File: config.mk
export PLATFORM = sky130hd
export DESIGN_NAME = rst_bounce_filter
export DESIGN_NICKNAME = d
export VERILOG_FILES = /design/src/rtl/rbf_pkg.sv /design/src/rtl/rbf_in_sync.sv /design/src/rtl/rbf_cnt_win.sv /design/src/rtl/rbf_shift_win.sv /design/src/rtl/rst_bounce_filter.sv
export SDC_FILE = /design/constraint.sdc
export NUM_CORES = 1
export LEC_CHECK = 0
export ABC_AREA = 1
export CORE_AREA = 2 2 39 41
export DETAILED_ROUTE_END_ITERATION = 12
export DIE_AREA = 0 0 41 43
export HOLD_SLACK_MARGIN = 0.05
export SYNTH_ARGS = -nofsm -noshare
export SYNTH_HDL_FRONTEND = slang
export SYNTH_SLANG_ARGS = --single-unit
File: constraint.sdc
create_clock -name clk_i -period 1.1 [get_ports clk_i]
set_input_delay 0.11 -clock clk_i [delete_from_list [all_inputs] [get_ports clk_i]]
set_output_delay 0.11 -clock clk_i [all_outputs]
set_load 0.005 [all_outputs]
File: src/rtl/rbf_pkg.sv
// Package: shared types for the reset bounce filter.
package rbf_pkg;

    // Selects how the acceptance window is implemented.
    typedef enum logic {
        WIN_SHIFT = 1'b0,   // shift pipeline of FILTER_CYCLES flops
        WIN_COUNT = 1'b1    // run-length counter
    } rbf_win_e;

endpackage

File: src/rtl/rbf_in_sync.sv
// Module: rbf_in_sync
// Brings the raw reset request into the clock domain through a chain of
// STAGES flops and normalizes it so that 1 means "reset requested".
// Assumes: clk_i is free running; por_n_i is a synchronous active-low clear
// that preloads every stage with the requested level.
module rbf_in_sync #(
    parameter int unsigned STAGES     = 2,
    parameter bit          ACTIVE_LOW = 1'b1
) (
    input  logic clk_i,
    input  logic por_n_i,
    input  logic raw_i,
    output logic req_o
);

    localparam int unsigned LAST = STAGES - 1;

    logic              raw_norm;
    logic [STAGES-1:0] chain_q;

    // Map the raw pin to the internal "1 = requested" convention.
    assign raw_norm = ACTIVE_LOW ? ~raw_i : raw_i;

    // Shift the normalized request through the synchronizer chain.
    always_ff @(posedge clk_i) begin
        if (!por_n_i) begin
            chain_q <= '1;
        end else begin
            chain_q <= {chain_q[LAST-1:0], raw_norm};
        end
    end

    assign req_o = chain_q[LAST];

endmodule

File: src/rtl/rbf_cnt_win.sv
// Module: rbf_cnt_win
// Counter-based acceptance window. The counter clears whenever the request
// matches the output. The output takes the new level when the counter has
// reached CYCLES-1 and the request still differs.
// Assumes: CYCLES >= 2; lvl_i is already synchronous to clk_i.
module rbf_cnt_win #(
    parameter int unsigned CYCLES = 8
) (
    input  logic clk_i,
    input  logic por_n_i,
    input  logic lvl_i,
    output logic filt_o
);

    localparam int unsigned CNT_W = (CYCLES > 2) ? $clog2(CYCLES) : 1;
    localparam logic [CNT_W-1:0] CNT_LAST = CNT_W'(CYCLES - 1);

    logic [CNT_W-1:0] cnt_q;
    logic             filt_q;
    logic             differs;

    assign differs = (lvl_i != filt_q);

    // Count consecutive differing samples and flip the output at the window end.
    always_ff @(posedge clk_i) begin
        if (!por_n_i) begin
            cnt_q  <= '0;
            filt_q <= 1'b1;
        end else if (!differs) begin
            cnt_q  <= '0;
        end else if (cnt_q == CNT_LAST) begin
            cnt_q  <= '0;
            filt_q <= lvl_i;
        end else begin
            cnt_q  <= cnt_q + 1'b1;
        end
    end

    assign filt_o = filt_q;

endmodule

File: src/rtl/rbf_shift_win.sv
// Module: rbf_shift_win
// Shift-pipeline acceptance window. The last CYCLES samples are held in a
// shift register. The output moves only when every stage agrees on a level
// that differs from the current output.
// Assumes: CYCLES >= 2; lvl_i is already synchronous to clk_i.
module rbf_shift_win #(
    parameter int unsigned CYCLES = 8
) (
    input  logic clk_i,
    input  logic por_n_i,
    input  logic lvl_i,
    output logic filt_o
);

    logic [CYCLES-1:0] hist_q;
    logic              filt_q;
    logic              all_hi;
    logic              all_lo;

    assign all_hi = &hist_q;
    assign all_lo = ~|hist_q;

    // Keep a history of the most recent CYCLES samples.
    always_ff @(posedge clk_i) begin
        if (!por_n_i) begin
            hist_q <= '1;
        end else begin
            hist_q <= {hist_q[CYCLES-2:0], lvl_i};
        end
    end

    // Move the output only on a unanimous history that disagrees with it.
    always_ff @(posedge clk_i) begin
        if (!por_n_i) begin
            filt_q <= 1'b1;
        end else if (all_hi && !filt_q) begin
            filt_q <= 1'b1;
        end else if (all_lo && filt_q) begin
            filt_q <= 1'b0;
        end
    end

    assign filt_o = filt_q;

endmodule

File: src/rtl/rst_bounce_filter.sv
// Module: rst_bounce_filter
// Cleans a noisy reset request before it enters an asynchronous reset
// synchronizer. The request is synchronized, normalized to active high and
// then accepted only after FILTER_CYCLES stable samples in either direction.
// Assumes: clk_i is free running and does not depend on the filtered reset;
// rst_req_o drives a reset synchronizer input, never flop reset pins.
module rst_bounce_filter #(
    parameter int unsigned       FILTER_CYCLES  = 8,
    parameter int unsigned       SYNC_STAGES    = 2,
    parameter bit                RAW_ACTIVE_LOW = 1'b1,
    parameter rbf_pkg::rbf_win_e WINDOW         = rbf_pkg::WIN_COUNT
) (
    input  logic clk_i,
    input  logic por_n_i,
    input  logic raw_rst_i,
    output logic rst_req_o
);

    logic req_sync;

    // Metastability guard and polarity normalization.
    rbf_in_sync #(
        .STAGES     (SYNC_STAGES),
        .ACTIVE_LOW (RAW_ACTIVE_LOW)
    ) in_sync_i (
        .clk_i   (clk_i),
        .por_n_i (por_n_i),
        .raw_i   (raw_rst_i),
        .req_o   (req_sync)
    );

    // Pick the window implementation from the parameter.
    generate
        if (WINDOW == rbf_pkg::WIN_COUNT) begin : g_count
            rbf_cnt_win #(
                .CYCLES (FILTER_CYCLES)
            ) win_i (
                .clk_i   (clk_i),
                .por_n_i (por_n_i),
                .lvl_i   (req_sync),
                .filt_o  (rst_req_o)
            );
        end else begin : g_shift
            rbf_shift_win #(
                .CYCLES (FILTER_CYCLES)
            ) win_i (
                .clk_i   (clk_i),
                .por_n_i (por_n_i),
                .lvl_i   (req_sync),
                .filt_o  (rst_req_o)
            );
        end
    endgenerate

endmodule

==> key figures <==
Floorplan
  – Site Rows: 14
  – Die X-Extent: 41 um
  – Die H: 43 um
  – Initial Util: 15.8%
  – Die area: 1760 um2
  – Core region area: 1380 um2
  – I/O Pins: 4

STA
  – Final setup fails: 0
  – Worst slew pin tran: 0.108 ns
  – Minimum clock period: 1.04 ns
  – Post-route setup TNS: 0 ns
  – RSZ-0062 raised after global routing: no
  – Hold slack: 0.353 ns
  – Fmax: 0.963 GHz
  – Worst Skew: 0.00966 ns
  – Final period utilization: 94.4%
  – Slew Viols, Final: 0
  – Final hold vios: 0
  – Worst relative slew slack: 92.7%

Yosys
  – Syn avg cell area: 9.12 um2
  – Synth area leader: dfxtp_1
  – Seq cells post-synth: 6
  – Synthesized area: 219 um2
  – Area contributors post-synth: dfxtp_1, ha_1, inv_1, nand2_1, nor2_1
  – Synth unique cells: 11
  – Sequential area share after synthesis: 54.9%
  – Yosys warns: 0
  – Post-synth top area share: 54.9%
  – Cells after synthesis: 24
  – Syn_nets: 29

Pwr
  – Sw power: 0.0885 mW
  – Pwr Density: 1500 nW/um2
  – Max IR drop VDD: 0.000675 V
  – Total power: 0.445 mW
  – Internal: 0.357 mW
  – Sw Share: 19.9%
  – Comb pwr share: 4.0%
  – Leakage: 0.134 nW
  – Reg power frac: 50.4%
  – Clock power frac: 45.5%

Clock network
  – Clock latency on the worst-skew pair: 0.25 ns
  – Root Buffer Master: clkbuf_4
  – Postcts setup bufs: 0
  – Htree depth: 1
  – CTS Sinks: 6
  – CTS max path bufs: 2
  – Clk pin slew, worst setup/hold paths: 0.04 ns
  – Post-CTS Hold Buffers: 0
  – CTS tree: done
  – CTS Buf Count: 3

Final layout
  – Number of diodes: 0
  – Final core utilization: 21.4%
  – Most frequent cells in the layout: dfxtp_1, inv_1, nand2_1, nor2_1, clkbuf_4
  – Most common cell after layout, fill and taps aside: dfxtp_1
  – Fillcell total: 150
  – Non-filler cells in the finished layout: 46
  – Nets: 37
  – Layout cells sized above 1: 30.0%
  – Synthesis-to-layout area growth: 35.4%

Worst setup path
  – Worst Setup End Kind: flip-flop
  – Most used cell, CP: ha_2
  – Worst path cell trace: ha_2 -> ha_2 -> nor2_2 -> nand3_2 -> nor2_1
  – Type of origin of the critical path: flip-flop
  – Flop2flop setup slack: 0.06 ns
  – WS Path Type: reg2reg
  – Slowest CP cell: dfxtp_1
  – CP arrival: 1.22 ns
  – Worst R2R Path Depth: 5
  – Max incr delay on CP: 0.30 ns
  – Crit path required time: 1.28 ns
  – Worst Path Max Fanout: 3

Drt
  – Initial drt markers: 0
  – Wire per inst: 6.76 um
  – DR pass1 iterations: 1
  – Total length of routed wires: 311 um
  – Vias: 158
  – Antenna-violating nets left: 0
  – # DRC: 0
  – Vias/cell: 3.43

Flow run
  – Max-Cap Viols: 0

Global routing
  – Largest net degree at the start of global routing: 4
  – Grt ovf: 0
  – Number of global-route vias before repair: 156
  – All-Layer GR Usage: 5.34%
  – Initial antenna violation count: 0
  – First-pass GRT wire length: 545 um

Place
  – Placed cells: 43
  – Detailed placement HPWL: 218 um
  – IO Port Bufs: 3
  – Routability Congestion: 0.573

Min path
  – Hold Path Depth: 2
  – Class of the worst hold path: in2reg

Run status
  – Status: complete, no violations
==> cells in the mapped netlist <==
cell     number
a21oi_1       1
dfxtp_1       6
ha_1          2
inv_1         4
inv_2         1
nand2_1       3
nand3_2       1
nor2_1        3
nor2_2        1
o21ai_0       1
or2_1         1
==> power groups by stage <==
stage	combinational (mW)	clock, mW	sequential, mW
after global placement	0.0172	0	0.228
after floorplan	0.00889	0	0.228
final	0.0179	0.203	0.224
after CTS	0.0180	0.212	0.224
after detailed placement	0.0178	0	0.228
after global routing	0.0211	0.224	0.225
==> worst paths after layout <==
kind	start	end
hold reg to reg	in_sync_i.chain_q[0]$_SDFF_PN1_	in_sync_i.chain_q[1]$_SDFF_PN1_
setup reg to reg	g_count.win_i.cnt_q[0]$_SDFF_PP0_	g_count.win_i.cnt_q[0]$_SDFF_PP0_
hold / removal	raw_rst_i	in_sync_i.chain_q[0]$_SDFF_PN1_
setup / recovery	g_count.win_i.cnt_q[0]$_SDFF_PP0_	g_count.win_i.cnt_q[0]$_SDFF_PP0_
==> worst max-delay path, delay by kind of cell, from the launching register on <==
kind          cells  cell delay, ns
fa+ha+maj         2            0.36
simple gates      3            0.31
flops             1            0.30
==> per-stage QoR <==
| stage | cell area, um2 | setup WS [ns] |
|---|---|---|
| finish | 297 | 0.0616 |
| global route | 297 | 0.00511 |
| CTS | 294 | 0.0340 |
| detailed placement | 269 | 0.0170 |
| global placement | 269 | 0.0482 |
| floorplan | 219 | 0.103 |
==> registers in the layout (all words and copies together), names as in the netlist <==
register              cells
g_count.win_i.filt_o      1
in_sync_i.chain_q         2
g_count.win_i.cnt_q       3
==> final cells by class <==
class	count	area [um2]	area share [%]
flip-flops and latches	6	121	40.9
well taps	16	20.0	6.75
multi-input cells	13	85.1	28.7
repair buffers	3	28.8	9.70
clock buffers	3	22.5	7.59
inverters	5	18.8	6.33
==> cells by family (layout without fill, tap and decap cells) <==
logic type | after synthesis | after routing | share of synthesized area [%]
DFF | 6 | 6 | 54.9
buffers and inverters | 5 | 11 | 8.57
and+or+nand+nor | 9 | 9 | 20.6
AOI/OAI and AO/OA | 2 | 2 | 4.57
adders and majority gates | 2 | 2 | 11.4
==> layer usage <==
layer  GRT usage [%]  share of wire, %
met3            6.28                14
met5               0                 0
met4            4.00                 0
met1            5.21                45
met2            5.94                40
==> repair_timing <==
action                                  4_1_cts  5_1_grt
gates resized for setup                       3        1
pin swaps                                     0        1
endpoints found under the setup margin        2        2
Power figures use the tool's default switching activity.
